===== config.mk =====
export PLATFORM = sky130hd
export DESIGN_NAME = gpioPort
export DESIGN_NICKNAME = d
export VERILOG_FILES = /design/src/rtl/gpioPortPkg.sv /design/src/rtl/gpioPortSync.sv /design/src/rtl/gpioPortCtrl.sv /design/src/rtl/gpioPortDatapath.sv /design/src/rtl/gpioPort.sv
export SDC_FILE = /design/constraint.sdc
export NUM_CORES = 1
export LEC_CHECK = 0
export ABC_AREA = 1
export BUFFER_PORTS_ARGS = -buffer_cell sky130_fd_sc_hd__buf_4
export CAP_MARGIN = 0
export CORE_AREA = 5 5 72 74
export CTS_CLUSTER_DIAMETER = 100
export DETAILED_ROUTE_END_ITERATION = 10
export DIE_AREA = 0 0 77 79
export PLACE_DENSITY_LB_ADDON = 0.25
export SKIP_LAST_GASP = 1
export SLEW_MARGIN = 5
export SYNTH_ARGS = -nofsm -noshare
export SYNTH_HDL_FRONTEND = slang
export SYNTH_SLANG_ARGS = --single-unit

===== constraint.sdc =====
create_clock -name clk -period 1.6 [get_ports clk]
set_clock_uncertainty 0.1 [all_clocks]
set_input_delay 0.32 -clock clk [delete_from_list [all_inputs] [get_ports clk]]
set_output_delay 0.32 -clock clk [all_outputs]
set_load 0.05 [all_outputs]

===== src/rtl/gpioPortPkg.sv =====
package gpioPortPkg;

  typedef enum logic [1:0] {
    SEL_DATA  = 2'd0,
    SEL_DIR   = 2'd1,
    SEL_DRIVE = 2'd2,
    SEL_INPUT = 2'd3
  } regSel_e;

  typedef struct packed {
    logic    wrData;
    logic    wrDir;
    logic    wrDrive;
    logic    rdLoad;
    logic    rdHit;
    regSel_e rdSel;
  } busStrobe_t;

endpackage


===== src/rtl/gpioPortSync.sv =====
module gpioPortSync #(
  parameter int WIDTH  = 8,
  parameter int STAGES = 2
) (
  input  logic             clk,
  input  logic             rstN,
  input  logic [WIDTH-1:0] din,
  output logic [WIDTH-1:0] dout
);

  logic [WIDTH-1:0] chain [STAGES];

  always_ff @(posedge clk or negedge rstN) begin
    if (!rstN) begin
      for (int k = 0; k < STAGES; k++) chain[k] <= '0;
    end else begin
      chain[0] <= din;
      for (int k = 1; k < STAGES; k++) chain[k] <= chain[k-1];
    end
  end

  assign dout = chain[STAGES-1];

endmodule


===== src/rtl/gpioPortCtrl.sv =====
module gpioPortCtrl
  import gpioPortPkg::*;
#(
  parameter int ADDR_W = 4
) (
  input  logic              busWrEn,
  input  logic              busRdEn,
  input  logic [ADDR_W-1:0] busAddr,
  output busStrobe_t        strobe
);

  logic    addrHit;
  regSel_e sel;

  generate
    if (ADDR_W > 2) begin : g_wideAddr
      localparam int HI = ADDR_W - 1;
      assign addrHit = (busAddr[HI:2] == '0);
    end else begin : g_narrowAddr
      assign addrHit = 1'b1;
    end
  endgenerate

  assign sel = regSel_e'(busAddr[1:0]);

  always_comb begin
    strobe         = '0;
    strobe.wrData  = busWrEn && addrHit && (sel == SEL_DATA);
    strobe.wrDir   = busWrEn && addrHit && (sel == SEL_DIR);
    strobe.wrDrive = busWrEn && addrHit && (sel == SEL_DRIVE);
    strobe.rdLoad  = busRdEn;
    strobe.rdHit   = addrHit;
    strobe.rdSel   = sel;
  end

endmodule


===== src/rtl/gpioPortDatapath.sv =====
module gpioPortDatapath
  import gpioPortPkg::*;
#(
  parameter int               WIDTH        = 8,
  parameter logic [WIDTH-1:0] SPI_PIN_MASK = 8'h3C,
  parameter int               SYNC_STAGES  = 2
) (
  input  logic             clk,
  input  logic             rstN,
  input  busStrobe_t       strobe,
  input  logic [WIDTH-1:0] wrData,
  input  logic             spiEn,
  input  logic [WIDTH-1:0] spiDirOut,
  input  logic [WIDTH-1:0] sciTxEn,
  input  logic [WIDTH-1:0] sciRxEn,
  input  logic [WIDTH-1:0] padIn,
  output logic [WIDTH-1:0] pinOe,
  output logic [WIDTH-1:0] pinOut,
  output logic [WIDTH-1:0] pinReduced,
  output logic [WIDTH-1:0] rdData
);

  logic [WIDTH-1:0] dataReg;
  logic [WIDTH-1:0] dirReg;
  logic [WIDTH-1:0] driveReg;
  logic [WIDTH-1:0] padSync;
  logic [WIDTH-1:0] baseDir;
  logic [WIDTH-1:0] readMux;

  // register storage
  always_ff @(posedge clk or negedge rstN) begin
    if (!rstN) begin
      dataReg  <= '0;
      dirReg   <= '0;
      driveReg <= '0;
    end else begin
      if (strobe.wrData)  dataReg  <= wrData;
      if (strobe.wrDir)   dirReg   <= wrData;
      if (strobe.wrDrive) driveReg <= wrData;
    end
  end

  gpioPortSync #(
    .WIDTH  (WIDTH),
    .STAGES (SYNC_STAGES)
  ) u_sync (
    .clk  (clk),
    .rstN (rstN),
    .din  (padIn),
    .dout (padSync)
  );

  // per-pin direction priority: transmit, receive, SPI, register
  genvar i;
  generate
    for (i = 0; i < WIDTH; i++) begin : g_pin
      if (SPI_PIN_MASK[i]) begin : g_spiPin
        assign baseDir[i] = spiEn ? spiDirOut[i] : dirReg[i];
      end else begin : g_plainPin
        assign baseDir[i] = dirReg[i];
      end
      assign pinOe[i] = sciTxEn[i] | (~sciRxEn[i] & baseDir[i]);
    end
  endgenerate

  assign pinOut     = dataReg;
  assign pinReduced = driveReg & pinOe;

  always_comb begin
    readMux = '0;
    if (strobe.rdHit) begin
      unique case (strobe.rdSel)
        SEL_DATA:  readMux = (dataReg & pinOe) | (padSync & ~pinOe);
        SEL_DIR:   readMux = dirReg;
        SEL_DRIVE: readMux = driveReg;
        SEL_INPUT: readMux = padSync;
        default:   readMux = '0;
      endcase
    end
  end

  always_ff @(posedge clk or negedge rstN) begin
    if (!rstN)              rdData <= '0;
    else if (strobe.rdLoad) rdData <= readMux;
  end

  // ---------------- assertions ----------------
  logic [1:0] ageCnt;
  always_ff @(posedge clk or negedge rstN) begin
    if (!rstN)              ageCnt <= '0;
    else if (ageCnt != 2'd3) ageCnt <= ageCnt + 2'd1;
  end

  AST_TX_FORCES_OUT: assert property (@(posedge clk) disable iff (!rstN)
    (sciTxEn & ~pinOe) == '0);

  AST_RX_FORCES_IN: assert property (@(posedge clk) disable iff (!rstN)
    (sciRxEn & ~sciTxEn & pinOe) == '0);

  AST_FREE_PIN_FOLLOWS_REG: assert property (@(posedge clk) disable iff (!rstN)
    ((~sciTxEn & ~sciRxEn & ~(spiEn ? SPI_PIN_MASK : '0)) & (pinOe ^ dirReg)) == '0);

  AST_DRIVE_GATED: assert property (@(posedge clk) disable iff (!rstN)
    (pinReduced & ~pinOe) == '0);

  AST_READ_DIR_LATENCY: assert property (@(posedge clk) disable iff (!rstN)
    (strobe.rdLoad && strobe.rdHit && strobe.rdSel == SEL_DIR) |=> rdData == $past(dirReg));

  AST_READ_HOLDS: assert property (@(posedge clk) disable iff (!rstN)
    (ageCnt != 2'd0 && !$past(strobe.rdLoad)) |-> $stable(rdData));

  generate
    if (SYNC_STAGES == 2) begin : g_lagCheck
      AST_SYNC_LAG: assert property (@(posedge clk) disable iff (!rstN)
        (ageCnt >= 2'd2) |-> padSync == $past(padIn, 2));
    end
  endgenerate

endmodule


===== src/rtl/gpioPort.sv =====
module gpioPort
  import gpioPortPkg::*;
#(
  parameter int               WIDTH        = 8,
  parameter int               ADDR_W       = 4,
  parameter logic [WIDTH-1:0] SPI_PIN_MASK = 8'h3C,
  parameter int               SYNC_STAGES  = 2
) (
  input  logic              clk,
  input  logic              rstN,
  input  logic              busWrEn,
  input  logic              busRdEn,
  input  logic [ADDR_W-1:0] busAddr,
  input  logic [WIDTH-1:0]  busWrData,
  output logic [WIDTH-1:0]  busRdData,
  input  logic              spiEn,
  input  logic [WIDTH-1:0]  spiDirOut,
  input  logic [WIDTH-1:0]  sciTxEn,
  input  logic [WIDTH-1:0]  sciRxEn,
  input  logic [WIDTH-1:0]  padIn,
  output logic [WIDTH-1:0]  pinOe,
  output logic [WIDTH-1:0]  pinOut,
  output logic [WIDTH-1:0]  pinReduced
);

  busStrobe_t strobe;

  gpioPortCtrl #(
    .ADDR_W (ADDR_W)
  ) u_ctrl (
    .busWrEn (busWrEn),
    .busRdEn (busRdEn),
    .busAddr (busAddr),
    .strobe  (strobe)
  );

  gpioPortDatapath #(
    .WIDTH        (WIDTH),
    .SPI_PIN_MASK (SPI_PIN_MASK),
    .SYNC_STAGES  (SYNC_STAGES)
  ) u_dp (
    .clk        (clk),
    .rstN       (rstN),
    .strobe     (strobe),
    .wrData     (busWrData),
    .spiEn      (spiEn),
    .spiDirOut  (spiDirOut),
    .sciTxEn    (sciTxEn),
    .sciRxEn    (sciRxEn),
    .padIn      (padIn),
    .pinOe      (pinOe),
    .pinOut     (pinOut),
    .pinReduced (pinReduced),
    .rdData     (busRdData)
  );

endmodule


---- Yosys cells after proc, flatten, opt, wreduce, memory -nomap -nowiden ----
Cells that the tools add are included.
cells by class
  eq/ne operators ......................... 3
  multiplexer cells ....................... 6
  bitwise gates (word level) .............. 29
  reductions and logical operators ........ 6
operator list
  kind                                                  number
  one-hot mux 8 bit (4 select lines)                    1
  AND 8 bit                                             3
  AND 1 bit                                             8
  2-to-1 mux 8 bit                                      1
  NOT 1 bit                                             8
  NOT 8 bit                                             1
  bitwise OR 1 bit                                      8
  bitwise OR 8 bit                                      1
  equality test 2 bit (second input constant)           2
  logical AND 1 bit                                     4
  logical NOT 2 bit                                     2
  2-to-1 mux 1 bit                                      4
  equality test 2 x 1 -> 1 bit (second input constant)  1
storage, ports and cells
  register bits after elaboration ......... 48

---- Logic depth before layout (Yosys ltp) ----
Gate-level depths: netlist of the first run.
  word-level depth ........................ 8
  depth in mapped cells ................... 8

---- Hierarchy ----
From an unflattened synthesis of the first run, not the netlist that was laid out.
second synthesis, totals
  cell total of the unflattened synthesis .. 277
  area total of the unflattened synthesis .. 2,262.2 µm²
by module, submodules not included
  module            instances  cells each  area an instance (µm²)
  gpioPortDatapath  1          239         1,729.2
  gpioPortSync      1          24          460.4
  gpioPortCtrl      1          14          72.6

---- Worst setup path before layout of the first run ----
OpenSTA, ideal clock, no wires.
  path kind ............................... reg2out
  start ................................... register u_dp.dirReg[6]
  end ..................................... output pinReduced[6]
  arrival ................................. 1.749 ns
  data required time ...................... 1.180 ns
  slack ................................... -0.569 ns
  stages on the path, launching flop included .. 4
  buffers on the path ..................... 0
  cells stage by stage .................... dfrtp_1 inv_1 o21bai_1 and2_1
between the ends
  longest elaborated chain between the ends .. 3
RTL lines
  what                    line                    source
  from (decl)             gpioPortDatapath.sv:24  logic [WIDTH-1:0] dirReg;
  from (signal assigned)  gpioPortDatapath.sv:38  if (strobe.wrDir) dirReg <= wrData;
  AND 1 bit               gpioPortDatapath.sv:62  assign pinOe[i] = sciTxEn[i] | (~sciRxEn[i] & baseDir[i]);
  bitwise OR 1 bit        gpioPortDatapath.sv:62
  net pinOe[6]            gpioPort.sv:21          output logic [WIDTH-1:0] pinOe,
  AND 8 bit               gpioPortDatapath.sv:67  assign pinReduced = driveReg & pinOe;
  to (decl)               gpioPort.sv:23          output logic [WIDTH-1:0] pinReduced
The timed path passes the listed nets, and every way through them passes these cells.

---- Worst setup path after layout of the first run ----
  start ................................... register u_dp.dirReg[5]
  end ..................................... output pinReduced[5]
between the ends
  longest elaborated chain between the ends .. 4
RTL lines
  what              line                    source
  2-to-1 mux 1 bit  gpioPortDatapath.sv:58  assign baseDir[i] = spiEn ? spiDirOut[i] : dirReg[i];
  AND 1 bit         gpioPortDatapath.sv:62
  bitwise OR 1 bit  gpioPortDatapath.sv:62
  AND 8 bit         gpioPortDatapath.sv:67
Every way passes these cells.

==> results_dict.tcl, run 1 <==
set metrics [dict create \
    track_usage_pct 20.3 \
    switching_share_pct 33.8 \
    ys_types 22 \
    fmax_mhz 617 \
    r2r_cells 8 \
    min_from "padIn[4]" \
    ys_seq_area_share_pct 52.3 \
    rows 25 \
    grt_pass1_vias 1993 \
    start_util_pct 50.7 \
    grt_max_degree 49 \
    via_per_inst 4.99 \
    die_y_um 79 \
    netlist_area_mm2 0.00230 \
    p_int_w 0.00244 \
    syn-mean-instance-area_um2 8.64 \
    pwr-share-seq_pct 40.4 \
    routedWlPerCell_um 14.3 \
    synth_edf_count 0 \
    holdPathEnd "u_dp.u_sync.chain[12]" \
    hp-class "in -> reg" \
    crit_arrival_ps 1200 \
    cp_max_fo 3 \
    stdcell_area_mm2 0.00328 \
    hold_depth 1 \
    holdWs_ps 21.7 \
    power.share.clock_pct 27.2 \
    async_flop_share_pct 100 \
    grt_remaining_overflow 0 \
    slew_violations 0 \
    htreeDepth 2 \
    reg2reg_slack_ps 290 \
    setup_violations 2 \
    synth-seq-cells 48 \
    gp_congestion 0.792 \
    failed_checks "negative setup slack" \
    reg2reg_to "u_dp.rdData[5]" \
    yosysMostFrequentCell "nand2_1" \
    antenna_found_initial 0 \
    clockBufferDepth 2 \
    hold_violations 0 \
    dr.pass1.iters 4 \
    die_width_um 77 \
    seqCellArea_mm2 0.00120 \
    slew_headroom_pct 60.4 \
    cts_sinks 48 \
    clk_pin_slew_ps 90 \
    via_count 2055 \
    power.switching_w 0.00125 \
    synth_top_cell_by_area "dfrtp_1" \
    power_frac_comb_pct 32.4 \
    layout_setup_ws_ps -19.5 \
    clock_latency_ps 300 \
    fin_crit_ps 1620 \
    worst_slew_pin_slew_ps 594 \
    critical_path.startpoint_type "flip-flop" \
    ant_nets 0 \
    power_density_mw_per_mm2 1130 \
    drive_above_1_share_pct 42.5 \
    cts_buffers 5 \
    wl_um 5870 \
    cts-root-buf "clkbuf_8" \
    ios 81 \
    drt_iter0_drc 119 \
    portBuffers 76 \
    core_area_mm2 0.00454 \
    hpwl_um 4200 \
    placed_area_mm2 0.00295 \
    worstSetupEndpointType "output pin" \
    status "finished, violations left" \
    dieArea_mm2 0.00608 \
    ir_drop_uv 702 \
    synth_flop_cell "dfrtp_1" \
    diodes 0 \
    grt_setup_unrepaired "yes" \
    syn-instance-count 266 \
    finalNetCount 407 \
    synthesis.nets 315 \
    worstPathRequired_ps 1180 \
    reg2reg_from "u_dp.dirReg[5]" \
    cts_tree "done" \
    drcViolationCount 0 \
    area_delta_synth_final_pct 42.7 \
    synth_warnings 0 \
    netlist.area_leader.share_pct 52.3 \
    cap_violations 0 \
    leakage_nw 1.73 \
    multi_input_area_um2 995 \
    n_fill_cell 341 \
    setup.worst_path.class "reg -> out" \
    fin_setup_tns_ps -38.3 \
    synthTopCellsByCount "nand2_1, dfrtp_1, inv_1" \
    grt_pass1_wl_um 9620 \
    synth_area_leaders "dfrtp_1, nand2_1, o21ai_2, inv_1, nand3_1" \
    final.period_utilization_pct 101 \
]
-- area by class of cell --
| type | count | area share (%) |
|---|---|---|
| clock buffer | 5 | 2.10 |
| multi-input combinational | 172 | 30.3 |
| tap | 54 | 2.06 |
| sequential | 48 | 36.6 |
| timing repair buffer | 88 | 22.1 |
| clock inverter | 2 | 1.83 |
| inverter | 43 | 5.00 |
-- worst max-delay path: stages, from the launching register on --
cell	delay, ps
dfrtp_1	360
inv_1	40
nand2_1	60
nand3_2	90
a21boi_2	170
buf_6	180
-- metal layers --
layer  share of wire, %  global-route usage [%]  routed length (µm)
met2                 53                    33.8                3100
met1                 40                    24.9                2350
met3                5.7                    5.78                 336
met4                1.4                    7.73                  83
met5                  0                       0                   0
-- state kept, by name, summed over array words and instances, names as in the netlist --
| signal | flops |
|---|---|
| u_dp.dirReg | 8 |
| u_dp.driveReg | 8 |
| u_dp.pinOut | 8 |
| u_dp.rdData | 8 |
| u_dp.u_sync.chain | 8 |
| u_dp.u_sync.dout | 8 |
-- stage by stage --
stage                     power (W)  std cells  util [%]  worst slack, ps
after global placement      0.00254        396      65.1              106
after CTS                   0.00362        407      69.9            -32.6
after floorplan             0.00219        266         -             74.4
after detailed placement    0.00256        396      65.1             89.8
final                       0.00369        412      72.3            -19.5
after global routing        0.00387        412      72.3            -91.6
-- repair_timing --
item | CTS | global route
gates cloned | 0 | 0
hold buffers | 1 | 0
gates resized for setup | 16 | 23
pin swaps | 6 | 7
endpoints found under the hold margin | 48 | 0
endpoints found under the setup margin | 15 | 15
buffers inserted | 3 | 5
-- power groups by stage --
stage / registers [W] / logic [W] / clock network [W]
2_1_floorplan: 0.00166 / 0.000530 / 0
3_3_place_gp: 0.00150 / 0.00104 / 0
3_5_place_dp: 0.00150 / 0.00106 / 0
4_1_cts: 0.00148 / 0.00112 / 0.00102
5_1_grt: 0.00151 / 0.00128 / 0.00107
6_report: 0.00149 / 0.00119 / 0.00100
-- cell usage in the layout, fill, tap and decap left out, types with 2 or more instances in the layout --
master,n
dfrtp_1,48
o21ai_1,3
o21ai_2,21
nand4_1,2
nor2_4,3
inv_2,9
nand3_4,5
nand3_2,2
bufinv_16,2
clkbuf_8,5
buf_6,14
nand2_2,6
nand2_1,86
nand3_1,16
inv_1,33
o21ai_0,6
buf_4,72
a21oi_2,2
nor2_1,9
a21boi_2,4
-- logic make-up after synthesis --
| logic type | after synthesis | share of synthesized area [%] |
|---|---|---|
| flops | 48 | 52.3 |
| compound gates | 40 | 12.8 |
| buf+inv | 46 | 8.60 |
| simple gates | 132 | 26.3 |
-- worst max path at each step --
stage | from | cells past startpoint | endpoint | slack, ps
finish | u_dp.dirReg[5] | 5 | pinReduced[5] | -20
global route | u_dp.dirReg[5] | 5 | pinReduced[5] | -90
CTS | u_dp.dirReg[4] | 5 | pinReduced[4] | -30
detailed placement | spiEn | 6 | pinReduced[5] | 90
global placement | spiEn | 6 | pinReduced[5] | 110
floorplan | u_dp.dirReg[6] | 3 | pinReduced[6] | 70
Power figures use the tool's default switching activity.
==> inputs of run 2 (changes only) <==
--- a/config.mk
+++ b/config.mk
@@ -8,10 +8,10 @@
 export ABC_AREA = 1
 export BUFFER_PORTS_ARGS = -buffer_cell sky130_fd_sc_hd__buf_4
 export CAP_MARGIN = 0
-export CORE_AREA = 5 5 72 74
+export CORE_AREA = 5 5 75 77
 export CTS_CLUSTER_DIAMETER = 100
 export DETAILED_ROUTE_END_ITERATION = 10
-export DIE_AREA = 0 0 77 79
+export DIE_AREA = 0 0 80 82
 export PLACE_DENSITY_LB_ADDON = 0.25
 export SKIP_LAST_GASP = 1
 export SLEW_MARGIN = 5
==> constraint.sdc (replaced) <==
create_clock -name clk -period 1.7 [get_ports clk]
set_clock_uncertainty 0.1 [all_clocks]
set_input_delay 0.34 -clock clk [delete_from_list [all_inputs] [get_ports clk]]
set_output_delay 0.34 -clock clk [all_outputs]
set_load 0.05 [all_outputs]
==> run 2 against run 1 <==
- the run now ends clean
- power fell by 9.2%
- die area is 7.8% higher
- sequential share of layout area up 0.98 points
- via count down 1.3%
- first-iteration DRC count grew 4.2%
- hold slack better by 8.8 ps
- combinational power down 11%
- clock-buffer cell count is 2 higher
- core utilization shrank 7.7 points
==> results_dict.tcl, run 2 (synthesis results as in run 1) <==
set metrics [dict create \
    status "finished, final reports clean" \
    reg2reg_from "u_dp.dirReg[5]" \
    fmax_mhz 594 \
    via_per_inst 4.78 \
    start_util_pct 46.5 \
    rows 26 \
    antenna_found_initial 0 \
    clock_latency_ps 310 \
    seqCellArea_mm2 0.00120 \
    cts_buffers 5 \
    holdPathEnd "u_dp.u_sync.chain[15]" \
    grt_max_degree 49 \
    core_area_mm2 0.00494 \
    worstPathRequired_ps 1260 \
    grt_setup_unrepaired "yes" \
    dieArea_mm2 0.00656 \
    cts_tree "done" \
    multi_input_area_um2 960 \
    crit_arrival_ps 1240 \
    grt_pass1_wl_um 9020 \
    wl_um 5820 \
    worstSetupEndpointType "output pin" \
    drive_above_1_share_pct 39.5 \
    p_int_w 0.00220 \
    die_width_um 80 \
    cp_max_fo 3 \
    clk_pin_slew_ps 90 \
    ir_drop_uv 663 \
    dr.pass1.iters 4 \
    clockBufferDepth 2 \
    hold_violations 0 \
    path_cells "inv_2, nand2_1, nand3_2, a21boi_2, buf_6" \
    ant_nets 0 \
    htreeDepth 2 \
    grt_pass1_vias 1943 \
    switching_share_pct 34.4 \
    slowest_stage "dfrtp_1" \
    final_common_cell "nand2_1" \
    reg2reg_slack_ps 450 \
    power_density_mw_per_mm2 1050 \
    setup_violations 0 \
    slowest_delay_ps 370 \
    final_cell_mix "nand2_1, buf_4, dfrtp_1" \
    power.share.clock_pct 26.7 \
    leakage_nw 1.70 \
    gp_congestion 0.813 \
    finalNetCount 402 \
    ios 81 \
    cts_sinks 48 \
    diodes 0 \
    drcViolationCount 0 \
    fin_crit_ps 1680 \
    setup.worst_path.class "reg -> out" \
    hpwl_um 4150 \
    hp-class "in -> reg" \
    fin_setup_tns_ps 0 \
    power_frac_comb_pct 31.6 \
    pwr-share-seq_pct 41.7 \
    final.period_utilization_pct 99.0 \
    final_util_pct 64.6 \
    r2r_cells 7 \
    via_count 2028 \
    min_from "padIn[7]" \
    grt_remaining_overflow 0 \
    worst_slew_pin_slew_ps 597 \
    reg2reg_to "u_dp.rdData[5]" \
    portBuffers 76 \
    routedWlPerCell_um 13.7 \
    critical_path.startpoint_type "flip-flop" \
    n_fill_cell 431 \
    slew_violations 0 \
    area_delta_synth_final_pct 39.0 \
    hold_depth 1 \
    track_usage_pct 18.6 \
    cts-root-buf "clkbuf_8" \
    cap_violations 0 \
    slew_headroom_pct 60.2 \
    power.switching_w 0.00115 \
    drt_iter0_drc 124 \
    die_y_um 82 \
]
run 2: cell types whose count changed in the layout (fill, tap and decap cells not counted), moves of 2 or more:
cell and change:
buf_6 -8, nand2_1 +4, nand2_2 -4, buf_4 +3
inv_1 +3, inv_2 -3, clkbuf_8 +2, nand3_2 +2
nand3_4 -2
run 2: worst max-delay path by stage:
stage,from,endpoint,slack [ps],cells past startpoint
2_1_floorplan,u_dp.dirReg[6],pinReduced[6],150,3
3_3_place_gp,spiEn,pinReduced[5],160,6
3_5_place_dp,spiEn,pinReduced[5],120,6
4_1_cts,u_dp.dirReg[5],pinReduced[5],-20,5
5_1_grt,u_dp.dirReg[5],pinReduced[5],-60,5
6_report,u_dp.dirReg[4],pinReduced[4],20,5
run 2: what timing repair did:
action | in CTS | in global routing
resized for setup | 4 | 16
hold buffers | 1 | 0
endpoints found under the setup margin | 4 | 14
pin swaps | 0 | 6
hold endpoints to repair | 48 | 0
setup buffers | 0 | 5
run 2: worst max-delay path, delay by kind of cell (launching register included):
| family | cells | cell delay [ps] |
|---|---|---|
| compound gates | 1 | 160 |
| buf+inv | 2 | 220 |
| flops | 1 | 370 |
| simple gates | 2 | 190 |
run 2: power by group through the flow:
stage / sequential [W] / clock [W] / combinational (W)
floorplan: 0.00157 / 0 / 0.000499
global placement: 0.00141 / 0 / 0.000977
detailed placement: 0.00141 / 0 / 0.000996
CTS: 0.00139 / 0.000906 / 0.00101
global route: 0.00142 / 0.000952 / 0.00114
finish: 0.00140 / 0.000896 / 0.00106
run 2: final cells by class:
type	count	share of cell area (%)
sequential	48	37.6
multi-input combinational	172	30.0
timing repair buffer	83	20.5
inverter	43	5.13
clock buffer	7	3.02
tap	70	2.74
clock inverter	1	0.940
run 2: through the flow:
stage | std cells | hold slack (ps) | total power, W | setup WS, ps | area (µm²)
floorplan | 266 | -55.6 | 0.00207 | 154 | 2330
global placement | 410 | 233 | 0.00239 | 161 | 2960
detailed placement | 410 | 236 | 0.00241 | 118 | 2960
CTS | 419 | 27.7 | 0.00331 | -20.6 | 3110
global route | 424 | 18.6 | 0.00351 | -63.8 | 3190
finish | 424 | 30.5 | 0.00335 | 17.5 | 3190
run 2: metal layers:
layer | track usage (%) | share of wire, %
met2 | 31.7 | 53
met1 | 22.5 | 40
met5 | 0 | 0
met3 | 4.61 | 5.3
met4 | 7.60 | 2.0
==> inputs of run 3 (changes only) <==
--- a/config.mk
+++ b/config.mk
@@ -5,15 +5,15 @@
 export SDC_FILE = /design/constraint.sdc
 export NUM_CORES = 1
 export LEC_CHECK = 0
-export ABC_AREA = 1
 export BUFFER_PORTS_ARGS = -buffer_cell sky130_fd_sc_hd__buf_4
 export CAP_MARGIN = 0
-export CORE_AREA = 5 5 75 77
+export CELL_PAD_IN_SITES_DETAIL_PLACEMENT = 0
+export CELL_PAD_IN_SITES_GLOBAL_PLACEMENT = 1
+export CORE_AREA = 5 5 82 84
 export CTS_CLUSTER_DIAMETER = 100
 export DETAILED_ROUTE_END_ITERATION = 10
-export DIE_AREA = 0 0 80 82
+export DIE_AREA = 0 0 87 89
 export PLACE_DENSITY_LB_ADDON = 0.25
-export SKIP_LAST_GASP = 1
 export SLEW_MARGIN = 5
 export SYNTH_ARGS = -nofsm -noshare
 export SYNTH_HDL_FRONTEND = slang
==> run 3 against run 2 <==
- the flow now finishes with violations (negative setup slack)
- cell count shrank 20%
- largest cell class unchanged
- critical endpoint is now pinReduced[0]
- combinational power rose by 19%
- clock-buffer cell count stayed put
- die area rose by 18%
- first-iteration DRC count decreased by 87%
==> results_dict.tcl, run 3 <==
set metrics [dict create \
    status "finished, violations left" \
    failed_checks "negative setup slack" \
    synth_top_cell_by_area "dfrtp_1" \
    htreeDepth 2 \
    core_area_mm2 0.00585 \
    dr.pass1.iters 4 \
    grt_pass1_vias 1818 \
    setup_violations 8 \
    ys_seq_area_share_pct 55.3 \
    holdPathEnd "u_dp.u_sync.chain[15]" \
    layout.cells.non_filler 340 \
    antenna_found_initial 0 \
    synthTopCellsByCount "dfrtp_1, mux2_2, mux2i_1" \
    power.share.clock_pct 20.8 \
    hold_violations 0 \
    p_int_w 0.00226 \
    worstPathRequired_ps 1260 \
    synthesis.nets 215 \
    synth_flop_cell "dfrtp_1" \
    fin_setup_tns_ps -387 \
    cts_buffers 5 \
    synth-seq-cells 48 \
    hp-class "in -> reg" \
    routedWlPerCell_um 16.0 \
    wl_um 5460 \
    slew_violations 0 \
    switching_share_pct 33.3 \
    grt_pass1_wl_um 9050 \
    hpwl_um 3950 \
    power_density_mw_per_mm2 1040 \
    die_width_um 87 \
    pwr-share-seq_pct 42.0 \
    crit_arrival_ps 1340 \
    crit_buf_inv 1 \
    ant_nets 0 \
    grt_setup_unrepaired "yes" \
    leakage_nw 1.53 \
    dieArea_mm2 0.00774 \
    rows 28 \
    slew_headroom_pct 59.2 \
    cts_sinks 48 \
    netlist.area_leader.share_pct 55.3 \
    async_flop_share_pct 100 \
    stdcell_area_mm2 0.00326 \
    clk_pin_slew_ps 80 \
    drcViolationCount 0 \
    grt_max_degree 49 \
    gp_congestion 0.746 \
    start_util_pct 37.1 \
    reg2reg_from "u_dp.dirReg[7]" \
    drt_iter0_drc 16 \
    syn-instance-count 166 \
    fmax_mhz 562 \
    critical_path.startpoint_type "flip-flop" \
    synth_edf_count 0 \
    reg2reg_slack_ps 10 \
    cap_violations 0 \
    worstSetupEndpointType "output pin" \
    worst_slew_pin_slew_ps 612 \
    drive_above_1_share_pct 61.1 \
    synth_warnings 0 \
    via_per_inst 4.96 \
    die_y_um 89 \
    dp_cells 314 \
    layout_setup_ws_ps -78.8 \
    final_cell_mix "buf_4, dfrtp_1, mux2_2" \
    setup.worst_path.class "reg -> out" \
    placed_area_mm2 0.00288 \
    cp_top_family "simple AND/OR/NAND/NOR gates" \
    slowest_delay_ps 390 \
    path_cells "nor2b_4, or2_4, and2_4, buf_8" \
    min_from "padIn[7]" \
    power.switching_w 0.00113 \
    power_frac_comb_pct 37.2 \
    reg2reg_to "u_dp.rdData[7]" \
    netlist_area_mm2 0.00217 \
    cts_tree "done" \
    fin_crit_ps 1780 \
    final_common_cell "buf_4" \
    final.period_utilization_pct 105 \
    ios 81 \
    cp_max_fo 3 \
    hold_depth 1 \
    pre_cts_ws_ps -10.1 \
    yosysMostFrequentCell "dfrtp_1" \
    track_usage_pct 15.4 \
    diodes 0 \
    clockBufferDepth 2 \
    cts-root-buf "clkbuf_8" \
    portBuffers 76 \
    grt_remaining_overflow 0 \
    syn-mean-instance-area_um2 13.1 \
    holdWs_ps 44.0 \
    clock_latency_ps 300 \
    via_count 1688 \
    r2r_cells 6 \
    synth_area_leaders "dfrtp_1, mux2_2, mux2i_1, a2111oi_2, o211ai_1" \
    area_delta_synth_final_pct 50.1 \
    ys_types 25 \
    slowest_stage "dfrtp_1" \
    ir_drop_uv 715 \
    finalNetCount 314 \
]
==> run 3: changes by cell type in the layout (fill, tap and decap cells not counted), sizes merged, moves of 16 or more <==
cell   change
nand3     -23
nand2     -84
mux2      +24
inv       -35
buf       +16
o21ai     -30
==> run 3: worst register-to-register path: stages, from the launching register on <==
cell       delay [ps]
dfrtp_1           390
nor2b_4           130
or2_4             240
buf_4             130
buf_4             120
a2111oi_2         340
o22ai_1           120
==> run 3: repair_timing <==
action                                 CTS  global route
pin swaps                               13             6
hold buffers                             1             0
endpoints found under the hold margin   48             0
gates resized for setup                 41             1
setup endpoints to repair               13            15
buffers inserted                        14             4
==> run 3: per-stage QoR <==
step | util (%) | total power (W)
floorplan | - | 0.00214
global placement | 49.3 | 0.00248
detailed placement | 49.3 | 0.00249
CTS | 55.2 | 0.00342
global route | 55.8 | 0.00357
finish | 55.8 | 0.00339
==> run 3: how the worst max path moves through the flow <==
| stage | from | to | depth (start not counted) |
|---|---|---|---|
| finish | u_dp.dirReg[0] | pinReduced[0] | 4 |
| floorplan | spiEn | pinReduced[2] | 4 |
| CTS | u_dp.dirReg[6] | pinReduced[6] | 4 |
| global route | u_dp.dirReg[7] | pinReduced[7] | 4 |
| detailed placement | busAddr[1] | u_dp.pinOut[1] | 4 |
| global placement | busAddr[1] | u_dp.pinOut[7] | 4 |
==> run 3: cells by family (layout without fill, tap and decap cells) <==
kind of cell	count (synthesis)	in the layout	synth area share [%]
muxes	36	36	18.0
DFF	48	48	55.3
AOI/OAI and AO/OA	24	24	9.67
and+or+nand+nor	43	43	13.6
buffers and inverters	15	114	3.45
==> run 3: metal layers <==
metal | up-vias | wire [µm] | GRT usage [%]
met1 | 825 | 2110 | 18.2
met3 | 4 | 299 | 4.42
met4 | 0 | 36 | 3.82
li1 | 808 | - | -
met5 | - | 0 | 0
met2 | 51 | 3010 | 27.5
==> run 3: final cells by class <==
| type | instances | area, µm² |
|---|---|---|
| Tap cell | 75 | 93.8 |
| Multi-Input combinational cell | 103 | 1020 |
| Inverter | 8 | 30.0 |
| Timing Repair Buffer | 99 | 825 |
| Sequential cell | 48 | 1200 |
| Fill cell | 497 | 2590 |
| Clock buffer | 7 | 96.3 |
==> run 3: power groups by stage <==
| stage | logic, W | registers (W) | clock network, W |
|---|---|---|---|
| after global placement | 0.00103 | 0.00145 | 0 |
| after global routing | 0.00134 | 0.00145 | 0.000781 |
| after floorplan | 0.000522 | 0.00161 | 0 |
| after detailed placement | 0.00104 | 0.00145 | 0 |
| final | 0.00126 | 0.00142 | 0.000706 |
| after CTS | 0.00125 | 0.00142 | 0.000737 |
